[src/rtl/pix_unpack_pkg.sv]
package pix_unpack_pkg;
  localparam int PIX_W = 24;
  localparam int MAX_PUSH = 4;
  localparam int HELD_N = 7;

  localparam logic [2:0] FMT_RAW8  = 3'd0;
  localparam logic [2:0] FMT_RAW10 = 3'd1;
  localparam logic [2:0] FMT_RAW12 = 3'd2;
  localparam logic [2:0] FMT_RAW7  = 3'd3;
  localparam logic [2:0] FMT_RGB   = 3'd4;
  localparam logic [2:0] FMT_NONE  = 3'd7;

  typedef struct packed {
    logic       capture;
    logic       last;
    logic [2:0] slot;
    logic [2:0] fmt;
  } ctrlStrb_t;

  function automatic logic [2:0] groupLen(input logic [2:0] f);
    case (f)
      FMT_RAW8:  return 3'd1;
      FMT_RAW10: return 3'd5;
      FMT_RAW12: return 3'd3;
      FMT_RAW7:  return 3'd7;
      FMT_RGB:   return 3'd3;
      default:   return 3'd0;
    endcase
  endfunction
endpackage

[src/rtl/pix_unpack_ctrl.sv]
module pix_unpack_ctrl
  import pix_unpack_pkg::*;
(
  input  logic       clk,
  input  logic       rstN,
  input  logic       pktStart,
  input  logic       pktEnd,
  input  logic [2:0] fmtCode,
  input  logic       byteValid,
  output ctrlStrb_t  strb,
  output logic       errFlag
);
  logic [2:0] fmtQ;
  logic [2:0] phase;
  logic [2:0] len;
  logic       known;

  assign len   = groupLen(fmtQ);
  assign known = (len != 3'd0);

  always_comb begin
    strb.capture = byteValid && known;
    strb.last    = strb.capture && (phase == len - 3'd1);
    strb.slot    = phase;
    strb.fmt     = fmtQ;
  end

  always_ff @(posedge clk) begin
    if (!rstN) begin
      fmtQ    <= FMT_NONE;
      phase   <= '0;
      errFlag <= 1'b0;
    end else begin
      errFlag <= pktEnd && (phase != 3'd0);
      if (pktStart) begin
        fmtQ  <= fmtCode;
        phase <= '0;
      end else if (pktEnd) begin
        phase <= '0;
      end else if (strb.capture) begin
        phase <= strb.last ? 3'd0 : phase + 3'd1;
      end
    end
  end

  // a start pulse always leaves the grouping at byte 0
  p_start_clears_r9: assert property (@(posedge clk) disable iff (!rstN)
    pktStart |=> (phase == 3'd0));

  // bytes under an unassigned format do not advance grouping
  p_ignore_unknown_r11: assert property (@(posedge clk) disable iff (!rstN)
    (byteValid && !known && !pktStart && !pktEnd) |=> (phase == $past(phase)));

  // an error pulse is only seen once grouping has been cleared
  p_err_after_clear_r10: assert property (@(posedge clk) disable iff (!rstN)
    errFlag |-> (phase == 3'd0 || $past(pktStart) || $past(strb.capture)));

  // format only changes on a start pulse
  p_fmt_latched_r8: assert property (@(posedge clk) disable iff (!rstN)
    !pktStart |=> (fmtQ == $past(fmtQ)));
endmodule

[src/rtl/pix_unpack_dp.sv]
module pix_unpack_dp
  import pix_unpack_pkg::*;
#(
  parameter int QDEPTH = 4
) (
  input  logic             clk,
  input  logic             rstN,
  input  ctrlStrb_t        strb,
  input  logic [7:0]       byteData,
  output logic             pixValid,
  output logic [PIX_W-1:0] pixData
);
  localparam int CNT_W = $clog2(QDEPTH + MAX_PUSH + 1);

  logic [7:0]       held [HELD_N];
  logic [PIX_W-1:0] q    [QDEPTH];
  logic [PIX_W-1:0] qN   [QDEPTH];
  logic [CNT_W-1:0] qCnt, qCntN, afterPop, newCnt;
  logic [PIX_W-1:0] newPix [MAX_PUSH];
  logic [55:0]      bits7, shifted7;

  // pixel assembly from the held bytes and the current byte
  always_comb begin
    for (int k = 0; k < MAX_PUSH; k++) newPix[k] = '0;
    newCnt = '0;
    for (int j = 0; j < HELD_N; j++) begin
      if (j < int'(strb.slot))       bits7[8*j +: 8] = held[j];
      else if (j == int'(strb.slot)) bits7[8*j +: 8] = byteData;
      else                           bits7[8*j +: 8] = 8'h00;
    end
    shifted7 = bits7 >> (7 * int'(strb.slot));
    if (strb.capture) begin
      case (strb.fmt)
        FMT_RAW8: begin
          newPix[0] = {16'b0, byteData};
          newCnt = CNT_W'(1);
        end
        FMT_RAW10: if (strb.last) begin
          for (int k = 0; k < 4; k++)
            newPix[k] = {14'b0, held[k], byteData[2*k +: 2]};
          newCnt = CNT_W'(4);
        end
        FMT_RAW12: if (strb.last) begin
          newPix[0] = {12'b0, held[0], byteData[3:0]};
          newPix[1] = {12'b0, held[1], byteData[7:4]};
          newCnt = CNT_W'(2);
        end
        FMT_RGB: if (strb.last) begin
          newPix[0] = {byteData, held[1], held[0]};
          newCnt = CNT_W'(1);
        end
        FMT_RAW7: begin
          newPix[0] = {17'b0, shifted7[6:0]};
          if (strb.last) begin
            newPix[1] = {17'b0, bits7[55:49]};
            newCnt = CNT_W'(2);
          end else begin
            newCnt = CNT_W'(1);
          end
        end
        default: newCnt = '0;
      endcase
    end
  end

  // pending-pixel queue: pop head, then append completed pixels
  always_comb begin
    for (int i = 0; i < QDEPTH; i++) qN[i] = q[i];
    afterPop = qCnt;
    if (qCnt != '0) begin
      for (int i = 0; i < QDEPTH - 1; i++) qN[i] = q[i+1];
      afterPop = qCnt - CNT_W'(1);
    end
    for (int i = 0; i < QDEPTH; i++)
      for (int k = 0; k < MAX_PUSH; k++)
        if (k < int'(newCnt) && i == int'(afterPop) + k) qN[i] = newPix[k];
    qCntN = afterPop + newCnt;
  end

  always_ff @(posedge clk) begin
    if (!rstN) begin
      qCnt     <= '0;
      pixValid <= 1'b0;
      pixData  <= '0;
      for (int i = 0; i < QDEPTH; i++) q[i] <= '0;
      for (int j = 0; j < HELD_N; j++) held[j] <= '0;
    end else begin
      qCnt     <= qCntN;
      pixValid <= (qCnt != '0);
      pixData  <= (qCnt != '0) ? q[0] : '0;
      for (int i = 0; i < QDEPTH; i++) q[i] <= qN[i];
      if (strb.capture) held[strb.slot] <= byteData;
    end
  end

  // appended pixels always fit in the queue
  p_no_overflow_r12: assert property (@(posedge clk) disable iff (!rstN)
    (int'(afterPop) + int'(newCnt)) <= QDEPTH);

  // an 8-bit byte into an empty queue is out two edges later
  p_raw8_latency_r2: assert property (@(posedge clk) disable iff (!rstN)
    (strb.capture && strb.fmt == FMT_RAW8 && qCnt == '0)
      |=> ##1 (pixValid && pixData == {16'b0, $past(byteData, 2)}));

  // an empty queue gives no pixel on the next cycle
  p_empty_idle_r7: assert property (@(posedge clk) disable iff (!rstN)
    (qCnt == '0) |=> (!pixValid && pixData == '0));

  // pending pixels are drained without gaps
  p_drain_r7: assert property (@(posedge clk) disable iff (!rstN)
    (qCnt != '0) |=> pixValid);
endmodule

[src/rtl/pix_unpack_top.sv]
module pix_unpack_top
  import pix_unpack_pkg::*;
#(
  parameter int QDEPTH = 4
) (
  input  logic        clk,
  input  logic        rstN,
  input  logic        pktStart,
  input  logic        pktEnd,
  input  logic [2:0]  fmtCode,
  input  logic        byteValid,
  input  logic [7:0]  byteData,
  output logic        pixValid,
  output logic [23:0] pixData,
  output logic        errFlag
);
  ctrlStrb_t strb;

  pix_unpack_ctrl u_ctrl (
    .clk(clk), .rstN(rstN), .pktStart(pktStart), .pktEnd(pktEnd),
    .fmtCode(fmtCode), .byteValid(byteValid), .strb(strb), .errFlag(errFlag)
  );

  pix_unpack_dp #(.QDEPTH(QDEPTH)) u_dp (
    .clk(clk), .rstN(rstN), .strb(strb), .byteData(byteData),
    .pixValid(pixValid), .pixData(pixData)
  );
endmodule

[config.mk]
export PLATFORM = sky130hd
export DESIGN_NAME = pix_unpack_top
export DESIGN_NICKNAME = d
export VERILOG_FILES = /design/src/rtl/pix_unpack_pkg.sv /design/src/rtl/pix_unpack_ctrl.sv /design/src/rtl/pix_unpack_dp.sv /design/src/rtl/pix_unpack_top.sv
export SDC_FILE = /design/constraint.sdc
export NUM_CORES = 1
export LEC_CHECK = 0
export BUFFER_PORTS_ARGS = -buffer_cell sky130_fd_sc_hd__buf_4
export CAP_MARGIN = 40
export CORE_ASPECT_RATIO = 1.25
export CORE_MARGIN = 10
export CORE_UTILIZATION = 50
export CTS_CLUSTER_SIZE = 16
export DETAILED_ROUTE_END_ITERATION = 8
export HOLD_SLACK_MARGIN = 0.12
export PLACE_DENSITY = 0.72
export SLEW_MARGIN = 15
export SYNTH_ARGS = -nofsm -noshare
export SYNTH_HDL_FRONTEND = slang
export SYNTH_SLANG_ARGS = --single-unit
[constraint.sdc]
create_clock -name clk -period 5.3 [get_ports clk]
set_input_delay 0.265 -clock clk [delete_from_list [all_inputs] [get_ports clk]]
set_output_delay 0.265 -clock clk [all_outputs]
set_load 0.005 [all_outputs]
==> metrics.csv <==
metric,value,unit
status,completed,
Post-CTS Setup Bufs,0,
"most common cell after layout, fill and taps aside",dfxtp_1,
Synth Area in Simple Gates,23.4,%
port bufs,41,
LEAKAGE,4.54,nW
layout cells sized above 1,12.2,%
largest net degree at the start of global routing,79,
fin crit share,81.5,%
Post-Synth Adder-Cell Area,1.67,%
crit path DAT,4640,ps
Fmax achieved,232,MHz
Detail Placement HPWL,27200,µm
final hold violation count,0,
GR Overflow Total,0,
Mapped Area,0.0109,mm²
Initial DRC Count,1437,
initial antenna violation count,0,
final setup fails,0,
1st-pass router iterations,8,
register area share after synthesis,37.3,%
CTS sink count,182,
Post-Syn Nets,1313,
worst r2r path cells,13,
warnings from Yosys,0,
Inserted Clock Buffers,17,
Synth area leaders,"dfxtp_1, edfxtp_1, mux2i_1, a21oi_1, nand2_1",
largest family of logic cells by synthesized area,compound AO/OA/AOI/OAI gates,
RSZ-0062 raised after global routing,false,
WL final,38800,µm
Die W,152,µm
n_diodes,0,
Nets,1299,
routed vias/inst,6.76,
worst path required time,5620,ps
Layout Skew,11.2,ps
asr flop ratio synth,0,%
area delta synth->final,10.5,%
Hold Buf Count CTS,7,
post-synth top area share,25.5,%
CP Max Fanout,11,
wire length per cell,24.9,µm
vias in the first global route,9951,
Yosys top cell by area,dfxtp_1,
I/O pin total,42,
post-synthesis register bit count,182,
Final min period,4320,ps
first-pass GRT wire length,60000,µm
Fin Setup TNS,0,ps
VDD IR max,0.000314,V
vias,10600,
later-pin clock latency in the skew report,450,ps
met3 Track Usage GR,5.27,%
routing usage on met2,42.6,%
Power Density,364,mW/mm²
multiplexer share of the synthesized area,7.15,%
Max Root-Sink Buffers,2,
post-route ant nets,0,
"Top FF cell, synth",dfxtp_1,
final max-slew violation count,0,
# resized after CTS,0,
WHS,178,ps
Synth Instances,1283,
dpl ws,1060,ps
relative slew slack,43.4,%
core area,0.0215,mm²
Post-Synth XOR/XNOR Area,0.481,%
die height,185,µm
hold crit path type,primary input to flip-flop,
GRT busiest layer,met2,
Initial Util,50.7,%
CP Class,flip-flop to flip-flop,
hold-critical path depth,3,
gr usage total,26.7,%
FILL cells,1928,
MaxCap Viol Count,0,
met1 global-route usage,34.1,%
DRC,0,
syn_area_per_cell,8.52,µm²
root buffer cell,clkbuf_16,
final worst setup slack,982,ps
number of flops mapped to enable cells by yosys,43,
CP Launch Type,flip-flop,
row cnt,60,
Clock transition at path regs,80,ps
most frequent cells in the layout,"dfxtp_1, nand2_1, a21oi_1",
gpl congestion,1.05,
post-synth cell types,93,
Die Area,0.0282,mm²
Slew @ Worst Pin,840,ps
CP Capture Type,flip-flop,
CTS tree,done,
# H-tree levels,4,
complex-gate fraction of the synthesized area,24.4,%
-- synth_stat cells, types with 15 or more instances --
master / number
a22oi_1: 15
nor3_1: 27
nand3_1: 46
a211oi_1: 52
a21oi_1: 114
and3_1: 55
inv_1: 26
a31oi_1: 22
o211ai_1: 19
edfxtp_1: 43
nand2_1: 132
clkbuf_1: 76
mux2i_1: 59
nand2b_1: 15
nor4_1: 16
nor2_1: 77
dfxtp_1: 139
o21ai_0: 35
buf_2: 28
and2_1: 30
-- cell families after synthesis --
group / after synthesis
DFF: 182
AOI/OAI and AO/OA: 384
muxes: 71
buffers and inverters: 148
xor gates and xnor gates: 6
adders and majority gates: 14
and+or+nand+nor: 478
-- per-layer routing --
layer	wire length [µm]	up-vias	part of all wire [%]
li1	-	4791	-
met1	16200	5064	42
met2	17700	593	46
met3	3320	107	8.5
met4	1580	0	4.1
met5	0	-	0
-- power by group --
group | leakage, nW | internal, mW | switching (mW) | total [mW]
logic | 2.67 | 0.521 | 0.973 | 1.49
registers | 1.57 | 1.49 | 0.0704 | 1.56
clock network | 0.298 | 0.652 | 0.688 | 1.34
total | 4.54 | 2.66 | 1.73 | 4.39
-- critical path, stage by stage, from the launching register on --
cell and delay (ps):
dfxtp_1 320, inv_1 150, ha_1 390, or3b_1 400, nand2_1 70, a21boi_0 330, ha_1 390, nand2b_1 170
a21oi_1 60, or4_4 580, nor3_2 580, nor2_1 210, a2111oi_0 450, nor3_1 90
-- per-stage QoR --
step	area [µm²]	instances	utilization, %	power, mW
6_report	12100	1561	56.1	4.39
5_1_grt	12100	1561	56.1	4.55
4_1_cts	12100	1559	56.0	4.37
3_5_place_dp	11400	1520	52.8	3.05
3_3_place_gp	11300	1514	52.6	3.01
2_1_floorplan	10900	1283	-	2.66
-- area by class of cell --
class | count | area, µm² | area share [%]
clock buffers | 17 | 425 | 3.52
clock inverters | 15 | 189 | 1.56
inverters | 29 | 110 | 0.912
multi-input cells | 953 | 6260 | 51.8
flip-flops and latches | 182 | 4070 | 33.7
well taps | 279 | 349 | 2.89
repair buffers | 86 | 671 | 5.55
-- state kept, by name (all words and copies together), names as in the netlist --
name / flops
u_dp.pixValid: 1
u_dp.q: 96
u_ctrl.phase: 3
u_ctrl.errFlag: 1
u_dp.pixData: 24
u_dp.qCnt: 4
u_dp.held: 50
u_ctrl.fmtQ: 3
-- worst paths after layout --
check,start,end,slack (ps)
worst max-delay path,u_dp.qCnt[0],u_dp.q[3][2],980
worst max register to register,u_dp.qCnt[0],u_dp.q[3][2],980
worst min-delay path,pktStart,u_ctrl.phase[0],180
worst min register to register,u_dp.q[0][11],u_dp.q[0][11],460
Note: power is estimated with default switching activity, not from simulation.
